File: src/rtl/two_min_pkg.sv
package two_min_pkg;
  // Number of tree levels needed to cover k leaves (at least one level).
  function automatic int unsigned tm_levels(input int unsigned k);
    int unsigned l;
    l = 1;
    while ((1 << l) < k) l++;
    return l;
  endfunction
endpackage

File: src/rtl/tmf_cas.sv
module tmf_cas #(
  parameter int W = 8
) (
  input  logic [W-1:0] a,
  input  logic [W-1:0] b,
  output logic [W-1:0] lo,
  output logic [W-1:0] hi,
  output logic         take_b
);
  // Ties keep the left (a) operand as the smaller one.
  always_comb begin
    take_b = (b < a);
    lo     = take_b ? b : a;
    hi     = take_b ? a : b;
  end
endmodule

File: src/rtl/tmf_node.sv
module tmf_node #(
  parameter int W = 8,
  parameter int M = 3
) (
  input  logic [(W << M)-1:0] vals,
  output logic [W-1:0]        node_min,
  output logic [M-1:0]        node_idx,
  output logic [M*W-1:0]      node_cand
);
  localparam int HALF = (1 << (M - 1)) * W;

  generate
    if (M == 1) begin : g_leaf
      logic [W-1:0] lo, hi;
      logic         sel;
      tmf_cas #(.W(W)) u_cas (
        .a(vals[W-1:0]), .b(vals[2*W-1:W]), .lo(lo), .hi(hi), .take_b(sel)
      );
      assign node_min  = lo;
      assign node_idx  = sel;
      assign node_cand = hi;
    end else begin : g_inner
      logic [W-1:0]         l_min, r_min, lo, hi;
      logic [M-2:0]         l_idx, r_idx;
      logic [(M-1)*W-1:0]   l_cand, r_cand;
      logic                 sel;

      tmf_node #(.W(W), .M(M-1)) u_left (
        .vals(vals[HALF-1:0]), .node_min(l_min), .node_idx(l_idx), .node_cand(l_cand)
      );
      tmf_node #(.W(W), .M(M-1)) u_right (
        .vals(vals[2*HALF-1:HALF]), .node_min(r_min), .node_idx(r_idx), .node_cand(r_cand)
      );
      tmf_cas #(.W(W)) u_cas (
        .a(l_min), .b(r_min), .lo(lo), .hi(hi), .take_b(sel)
      );

      // Only the winning half's candidates can hold the runner-up; the losing
      // half contributes just its own minimum.
      assign node_min  = lo;
      assign node_idx  = {sel, (sel ? r_idx : l_idx)};
      assign node_cand = {hi, (sel ? r_cand : l_cand)};
    end
  endgenerate
endmodule

File: src/rtl/tmf_min_tree.sv
module tmf_min_tree #(
  parameter int W = 8,
  parameter int N = 3
) (
  input  logic [N*W-1:0] cands,
  output logic [W-1:0]   best
);
  generate
    if (N == 1) begin : g_one
      assign best = cands;
    end else begin : g_split
      localparam int NL = N / 2;
      localparam int NR = N - NL;
      logic [W-1:0] l_best, r_best;
      tmf_min_tree #(.W(W), .N(NL)) u_l (.cands(cands[NL*W-1:0]), .best(l_best));
      tmf_min_tree #(.W(W), .N(NR)) u_r (.cands(cands[N*W-1:NL*W]), .best(r_best));
      assign best = (r_best < l_best) ? r_best : l_best;
    end
  endgenerate
endmodule

File: src/rtl/two_min_finder.sv
module two_min_finder
  import two_min_pkg::*;
#(
  parameter int K       = 8,
  parameter int W       = 8,
  parameter bit REG_OUT = 1'b1,
  localparam int M      = tm_levels(K),
  localparam int KP     = 1 << M
) (
  input  logic           clk,
  input  logic           rst,
  input  logic           in_valid,
  input  logic [K*W-1:0] in_data,
  output logic           out_valid,
  output logic [W-1:0]   out_min1,
  output logic [W-1:0]   out_min2,
  output logic [M-1:0]   out_idx
);
  logic [KP*W-1:0] leaves;
  logic [W-1:0]    t_min1, t_min2;
  logic [M-1:0]    t_idx;
  logic [M*W-1:0]  t_cand;

  generate
    if (KP > K) begin : g_pad
      assign leaves = {{((KP - K) * W){1'b1}}, in_data};
    end else begin : g_nopad
      assign leaves = in_data;
    end
  endgenerate

  tmf_node #(.W(W), .M(M)) u_root (
    .vals(leaves), .node_min(t_min1), .node_idx(t_idx), .node_cand(t_cand)
  );

  tmf_min_tree #(.W(W), .N(M)) u_second (
    .cands(t_cand), .best(t_min2)
  );

  generate
    if (REG_OUT) begin : g_reg
      always_ff @(posedge clk) begin
        if (rst) begin
          out_valid <= 1'b0;
          out_min1  <= '0;
          out_min2  <= '0;
          out_idx   <= '0;
        end else begin
          out_valid <= in_valid;
          if (in_valid) begin
            out_min1 <= t_min1;
            out_min2 <= t_min2;
            out_idx  <= t_idx;
          end
        end
      end
    end else begin : g_comb
      assign out_valid = in_valid;
      assign out_min1  = t_min1;
      assign out_min2  = t_min2;
      assign out_idx   = t_idx;
    end
  endgenerate
endmodule

File: config.mk
export PLATFORM = sky130hd
export DESIGN_NAME = two_min_finder
export DESIGN_NICKNAME = d
export VERILOG_FILES = /design/src/rtl/two_min_pkg.sv /design/src/rtl/tmf_cas.sv /design/src/rtl/tmf_node.sv /design/src/rtl/tmf_min_tree.sv /design/src/rtl/two_min_finder.sv
export SDC_FILE = /design/constraint.sdc
export NUM_CORES = 1
export LEC_CHECK = 0
export BUFFER_PORTS_ARGS = -buffer_cell sky130_fd_sc_hd__buf_2
export CORE_MARGIN = 3
export CORE_UTILIZATION = 58
export DETAILED_ROUTE_END_ITERATION = 16
export PLACE_DENSITY = 0.82
export SYNTH_ARGS = -nofsm -noshare
export SYNTH_HDL_FRONTEND = slang
export SYNTH_SLANG_ARGS = --single-unit
File: constraint.sdc
create_clock -name clk -period 13.43 [get_ports clk]
set_input_delay 2.0145 -clock clk [delete_from_list [all_inputs] [get_ports clk]]
set_output_delay 2.0145 -clock clk [all_outputs]
set_load 0.02 [all_outputs]
==> results.cfg, run 1 <==
[drt]
vias = 4662
wl_per_cell_um = 16.1
avgViaCountPerCell = 6.22
drt_first_pass_iters = 5
drt_iter0_markers = 324
wl_mm = 12.1
ant_nets = 0
drc = 0

[placed_design]
dp_hpwl_mm = 9.99
io_buffers = 86
gp_congestion = 0.924

[sta]
period_share_pct = 93.8
finalCriticalPeriod_ns = 12.59
fin_skew_ns = 0
worstMarginPinSlew_ns = 1.13
final_hold_viol_count = 0
slew_violations = 0
max_slew_margin_pct = 24.8
rsz0062_at_grt = no
final-setup-viol-count = 0
finalSetupTns_ns = 0
fmax_ghz = 0.0794

[clock_network]
clkSlewWorstSetupHoldPaths_ns = 0.07
cts_tree = done
cts_hold_buf = 0
postCtsSetupRepairBufs = 0
numCtsBuffers = 3
ctsResizeCount = 0
clk_latency_ns = 0.26
root_buffer = clkbuf_8
h-tree-depth = 1
clock_sinks = 20
cts_max_path_buffers = 2

[worst_setup_path]
r2r-start = out_min2[1]$_SDFFE_PP0P_
r2r-end = out_min2[1]$_SDFFE_PP0P_
cp_slowest_cell = a2111oi_0
critPathArrivalTime_ns = 12.75
end_kind = register
critical_path_class = input port to register
r2r.worst_path.cells = 3
worst_setup_path_start_kind = input port
reg2reg_slack_ns = 12.65
startpoint = in_data[33]
crit_fanout = 23
worstSetupEndpoint = out_min2[5]$_SDFFE_PP0P_
required_ns = 13.58
max_stage_delay_ns = 0.69
cp_common_cell = a21o_1

[synthesis]
synth_top_area_share_pct = 16.9
synth_area_leader_cell = ha_1
syn-num-nets = 713
synth.avg_cell_area_um2 = 7.31
syn_inst = 588
synth-edff-count = 0
synth.distinct_cells = 50
synthArstFlopShare_pct = 0
seq_area_frac_synth_pct = 9.31
yosys-top-cells-area = ha_1 17%, mux2i_1 14%, dfxtp_1 9.3%, a211oi_1 6.8%, a21oi_1 6.5%
synth_seq_cells = 20
syn-cell-area_um2 = 4300
ys_warn_count = 0
synth_ff_type = dfxtp_1

[floorplanning]
core-area_um2 = 6980
die_x_um = 92.1
start_util_pct = 61.6
rows = 30
die_y_um = 92.1
fp.dieArea_um2 = 8480
pin_count = 87

[worst_hold_path]
hp-class = register to register
hold_depth = 2

[grt]
track_usage_pct = 26.8
antenna_found_initial = 0
grt_pass1_vias = 4135
grt_pass1_wl_mm = 19.0
grt_max_degree = 34
grt_overflow = 0

[power_and_ir_drop]
swShare_pct = 54.5
cellPowerDensity_nw_per_um2 = 204
comb_power_share_pct = 85.7
net-switching-power_mw = 0.544
intPower_mw = 0.454
pwr-share-seq_pct = 8.3
ir_drop_v = 0.000190
clkPwrFrac_pct = 6.0
p_total_mw = 0.998
p_leak_nw = 2.44

[finish]
layout-drive-gt1-share_pct = 17.9
nets = 780
synthToLayoutAreaGrowth_pct = 13.6
fillers = 615
num_antenna_cells = 0

[status]
status = completed

[run]
drv_cap = 0
==> final cells by class <==
class	count	area, um^2	share of cell area [%]
multi-input combinational	476	3590	73.5
timing repair buffer	91	468	9.58
sequential	20	400	8.20
inverter	63	236	4.84
tap	96	120	2.46
clock buffer	3	41.3	0.845
clock inverter	1	30.0	0.615
==> Yosys cell counts (2+ instances only) <==
cell type	instances
a2111oi_0	3
a2111oi_4	2
a211o_1	4
a211oi_1	39
a21boi_0	3
a21o_1	15
a21oi_1	56
a221oi_1	3
a311oi_1	2
a31o_1	8
a31oi_1	2
and3_1	5
buf_2	7
clkbuf_1	20
dfxtp_1	20
ha_1	58
inv_1	62
mux2_2	9
mux2i_1	60
nand2_1	32
nand2b_1	14
nand3_1	10
nand4_1	7
nor2_1	58
nor2b_1	11
nor3_1	5
o2111a_1	2
o2111ai_1	2
o211ai_1	3
o21a_1	8
o21ai_0	27
o221ai_1	4
o22ai_1	3
o32ai_1	7
or2_2	2
==> per-layer routing <==
metal / global-route usage, % / routed length, um / vias up
met1: 35.1 / 5350 / 2134
li1: - / - / 2322
met3: 2.38 / 736 / 25
met4: 4.08 / 181 / 0
met5: 0 / 0 / -
met2: 48.2 / 5830 / 181
==> sequential cells by signal, indices dropped and copies added (netlist names) <==
name,flops
out_idx,3
out_min1,8
out_min2,8
out_valid,1
==> critical path: cells and delay by family <==
family / cells / cell delay (ns)
compound gates: 22 / 6.31
fa+ha+maj: 5 / 1.51
mux: 3 / 1.03
buf+inv: 8 / 1.29
simple gates: 5 / 0.58
==> kinds of logic after synthesis <==
family / Yosys count / synth area share, %
AO/OA/AOI/OAI: 199 / 32.5
AND/OR/NAND/NOR: 149 / 16.4
buffers and inverters: 93 / 8.59
multiplexers: 69 / 16.3
adder cells (fa/ha/maj): 58 / 16.9
flip-flops: 20 / 9.31
==> how the worst min path moves through the flow <==
stage               slack, ns                        to                     start
floorplan                0.55  out_min2[0]$_SDFFE_PP0P_  out_min2[0]$_SDFFE_PP0P_
global placement         0.46  out_min2[0]$_SDFFE_PP0P_  out_min2[0]$_SDFFE_PP0P_
detailed placement       0.48  out_min1[4]$_SDFFE_PP0P_  out_min1[4]$_SDFFE_PP0P_
CTS                      0.49  out_min1[4]$_SDFFE_PP0P_  out_min1[4]$_SDFFE_PP0P_
global route             0.51   out_idx[1]$_SDFFE_PP0P_   out_idx[1]$_SDFFE_PP0P_
finish                   0.49  out_min1[4]$_SDFFE_PP0P_  out_min1[4]$_SDFFE_PP0P_
==> layout by cell type, fill, tap and decap left out, types with 3 or more instances in the layout <==
cell type  count
a2111oi_0      3
a211o_1        4
a211oi_1      38
a21boi_0       3
a21o_1        15
a21oi_1       55
a221oi_1       3
a31o_1         8
and3_1         5
buf_2         86
buf_4          5
clkbuf_8       3
dfxtp_1       20
ha_1          58
inv_1         62
mux2_2         9
mux2i_1       60
nand2_1       32
nand2b_1      14
nand3_1       10
nand4_1        7
nor2_1        58
nor2b_1       11
nor3_1         5
o211ai_1       3
o21a_1         8
o21ai_0       27
o221ai_1       4
o22ai_1        3
o32ai_1        7
==> power by group through the flow <==
stage	logic (mW)	registers (mW)	clock network [mW]
4_1_cts	0.828	0.0832	0.0607
6_report	0.855	0.0832	0.0600
2_1_floorplan	0.623	0.102	0
5_1_grt	0.931	0.0848	0.0632
3_3_place_gp	0.793	0.0840	0
3_5_place_dp	0.823	0.0843	0
==> per-stage QoR <==
step / utilization (%) / hold WS, ns / setup WS (ns) / instance area, um^2 / cells
4_1_cts: 69.7 / 0.492 / 0.723 / 4860 / 749
6_report: 70.0 / 0.489 / 0.837 / 4880 / 750
2_1_floorplan: - / 0.548 / 2.07 / 4300 / 588
5_1_grt: 70.0 / 0.505 / 0.0952 / 4880 / 750
3_5_place_dp: 68.6 / 0.482 / 0.485 / 4790 / 745
3_3_place_gp: 68.6 / 0.460 / 0.983 / 4790 / 745
No activity file was read; power rests on OpenSTA's default activity.
==> run 2: changes to the inputs <==
- ABC_AREA: default -> 1
- CORE_UTILIZATION: 58 -> 57
- PLACE_DENSITY: 0.82 -> 0.81
==> results.cfg, run 2 <==
[status]
status = completed

[worst_hold_path]
hp-class = register to register
hold_depth = 2
holdCritStartpoint = out_min2[4]$_SDFFE_PP0P_
whs_endpoint = out_min2[4]$_SDFFE_PP0P_

[worst_setup_path]
r2r-end = out_min2[3]$_SDFFE_PP0P_
critical_path_class = input port to register
end_kind = register
required_ns = 13.63
path_delay_family = compound AO/OA/AOI/OAI gates
r2r-start = out_min2[3]$_SDFFE_PP0P_
reg2reg_slack_ns = 12.74
worst_setup_path_start_kind = input port
crit_fanout = 58
r2r.worst_path.cells = 2
cp_num_buf_inv = 5
cp_slowest_cell = nand2_2
cp_common_cell = nand2_1
critPathArrivalTime_ns = 11.13
max_stage_delay_ns = 0.68

[synthesis]
synth_top_area_share_pct = 24.5
ys_warn_count = 0
synth.avg_cell_area_um2 = 5.54
syn-num-nets = 882
yosysMostFrequentCell = nand2_1
synth_ff_type = dfxtp_1
synth_area_leader_cell = nand2_1
synth.distinct_cells = 26
seq_area_frac_synth_pct = 9.56
synthArstFlopShare_pct = 0
synth-edff-count = 0
syn-cell-area_um2 = 4190
syn_inst = 757
synth_commonest_cells = 273 x nand2_1, 97 x inv_1, 89 x o21ai_0
yosys-top-cells-area = nand2_1 24%, ha_1 17%, o21ai_0 11%, dfxtp_1 9.6%, inv_1 8.7%
synth_seq_cells = 20

[placed_design]
dp_hpwl_mm = 10.2
gp_congestion = 0.945
post-place-ws_ns = 2.44
io_buffers = 86

[drt]
avgViaCountPerCell = 5.40
drc = 0
vias = 4927
wl_per_cell_um = 13.2
ant_nets = 0
wl_mm = 12.0
drt_iter0_markers = 355
drt_first_pass_iters = 5

[clock_network]
clk_latency_ns = 0.26
cts_max_path_buffers = 2
clkSlewWorstSetupHoldPaths_ns = 0.08
cts_tree = done
postCtsSetupRepairBufs = 0
h-tree-depth = 1
clock_sinks = 20
ctsResizeCount = 0
root_buffer = clkbuf_8
numCtsBuffers = 3
cts_hold_buf = 0

[sta]
slew_violations = 0
fmax_ghz = 0.0915
fin_ws_ns = 2.50
final_hold_viol_count = 0
period_share_pct = 81.4
finalCriticalPeriod_ns = 10.93
rsz0062_at_grt = no
finalSetupTns_ns = 0
fin_skew_ns = 0
timing.hold.ws_ns = 0.464
worstMarginPinSlew_ns = 0.912
max_slew_margin_pct = 39.0
final-setup-viol-count = 0

[finish]
nets = 942
reg_top3 = out_min1 x8, out_min2 x8, out_idx x3
num_antenna_cells = 0
final_cell_mix = 273 x nand2_1, 97 x inv_1, 89 x o21ai_0, 86 x buf_2, 58 x ha_1
final_common_cell = nand2_1
layout-drive-gt1-share_pct = 15.3
fillers = 700
synthToLayoutAreaGrowth_pct = 11.6

[grt]
track_usage_pct = 28.7
antenna_found_initial = 0
grt_overflow = 0
grt_pass1_wl_mm = 20.2
grt_pass1_vias = 4490
grt_max_degree = 59

[floorplanning]
die_x_um = 91.7
fp.dieArea_um2 = 8420
start_util_pct = 60.3
die_y_um = 91.7
core-area_um2 = 6940
pin_count = 87
rows = 30

[power_and_ir_drop]
ir_drop_v = 0.000133
p_total_mw = 1.09
p_leak_nw = 2.68
cellPowerDensity_nw_per_um2 = 232

[run]
drv_cap = 0
## run 2: cell types whose count changed after synthesis, moves of 16 or more
cell / delta
a21oi_1: -16
mux2i_1: -60
inv_1: +35
o21ai_0: +62
nand2_1: +241
nor2_1: -26
nand3_1: +32
nand2_2: +17
a211oi_1: -31
## run 2: layout make-up
type	count	area, um^2	area share [%]
multi-input cells	603	3270	69.9
clock inverters	1	30.0	0.642
inverters	103	387	8.27
flip-flops and latches	20	400	8.57
repair buffers	86	430	9.21
clock buffers	3	41.3	0.883
well taps	96	120	2.57
## run 2: worst max path at each step
stage                           start                       end  slack, ns  depth (start not counted)
final                     in_data[53]  out_min2[1]$_SDFFE_PP0P_       2.50                         38
after global routing      in_data[53]  out_min2[1]$_SDFFE_PP0P_       1.39                         39
after CTS                 in_data[53]  out_min2[3]$_SDFFE_PP0P_       2.67                         39
after detailed placement  in_data[53]  out_min2[3]$_SDFFE_PP0P_       2.44                         39
after global placement    in_data[53]  out_min2[7]$_SDFFE_PP0P_       2.82                         39
after floorplan           in_data[53]  out_min2[1]$_SDFFE_PP0P_       4.52                         41
## run 2: power by group
part           internal [mW]  leakage, nW  total (mW)  switching (mW)
Sequential            0.0777        0.165      0.0848         0.00709
Combinational          0.315         2.48       0.941           0.626
Clock                 0.0398       0.0357      0.0604          0.0206
## run 2: cell families after synthesis
logic type	count (synthesis)	synth area share, %
buffers and inverters	134	12.5
AOI/OAI and AO/OA	167	22.2
and+or+nand+nor	378	38.5
adders and majority gates	58	17.3
DFF	20	9.55
## run 2: worst min-delay path, cell delays in order, from the launching register on
cell,delay [ns]
dfxtp_1,0.31
nand2_1,0.06
a21oi_1,0.05
## run 2: stage by stage
stage | utilization (%) | cell area [um^2] | instances
6_report | 67.3 | 4670 | 912
4_1_cts | 67.3 | 4670 | 912
3_3_place_gp | 66.3 | 4600 | 908
5_1_grt | 67.3 | 4670 | 912
3_5_place_dp | 66.3 | 4600 | 908
2_1_floorplan | - | 4190 | 757
## run 2: metal layers
| layer | wire length, um | track usage (%) | vias to the layer above | share of wire [%] |
|---|---|---|---|---|
| li1 | - | - | 2576 | - |
| met1 | 5550 | 39.0 | 2143 | 46 |
| met2 | 5360 | 48.2 | 176 | 45 |
| met3 | 786 | 2.38 | 32 | 6.5 |
| met4 | 343 | 8.54 | 0 | 2.8 |
| met5 | 0 | 0 | - | 0 |
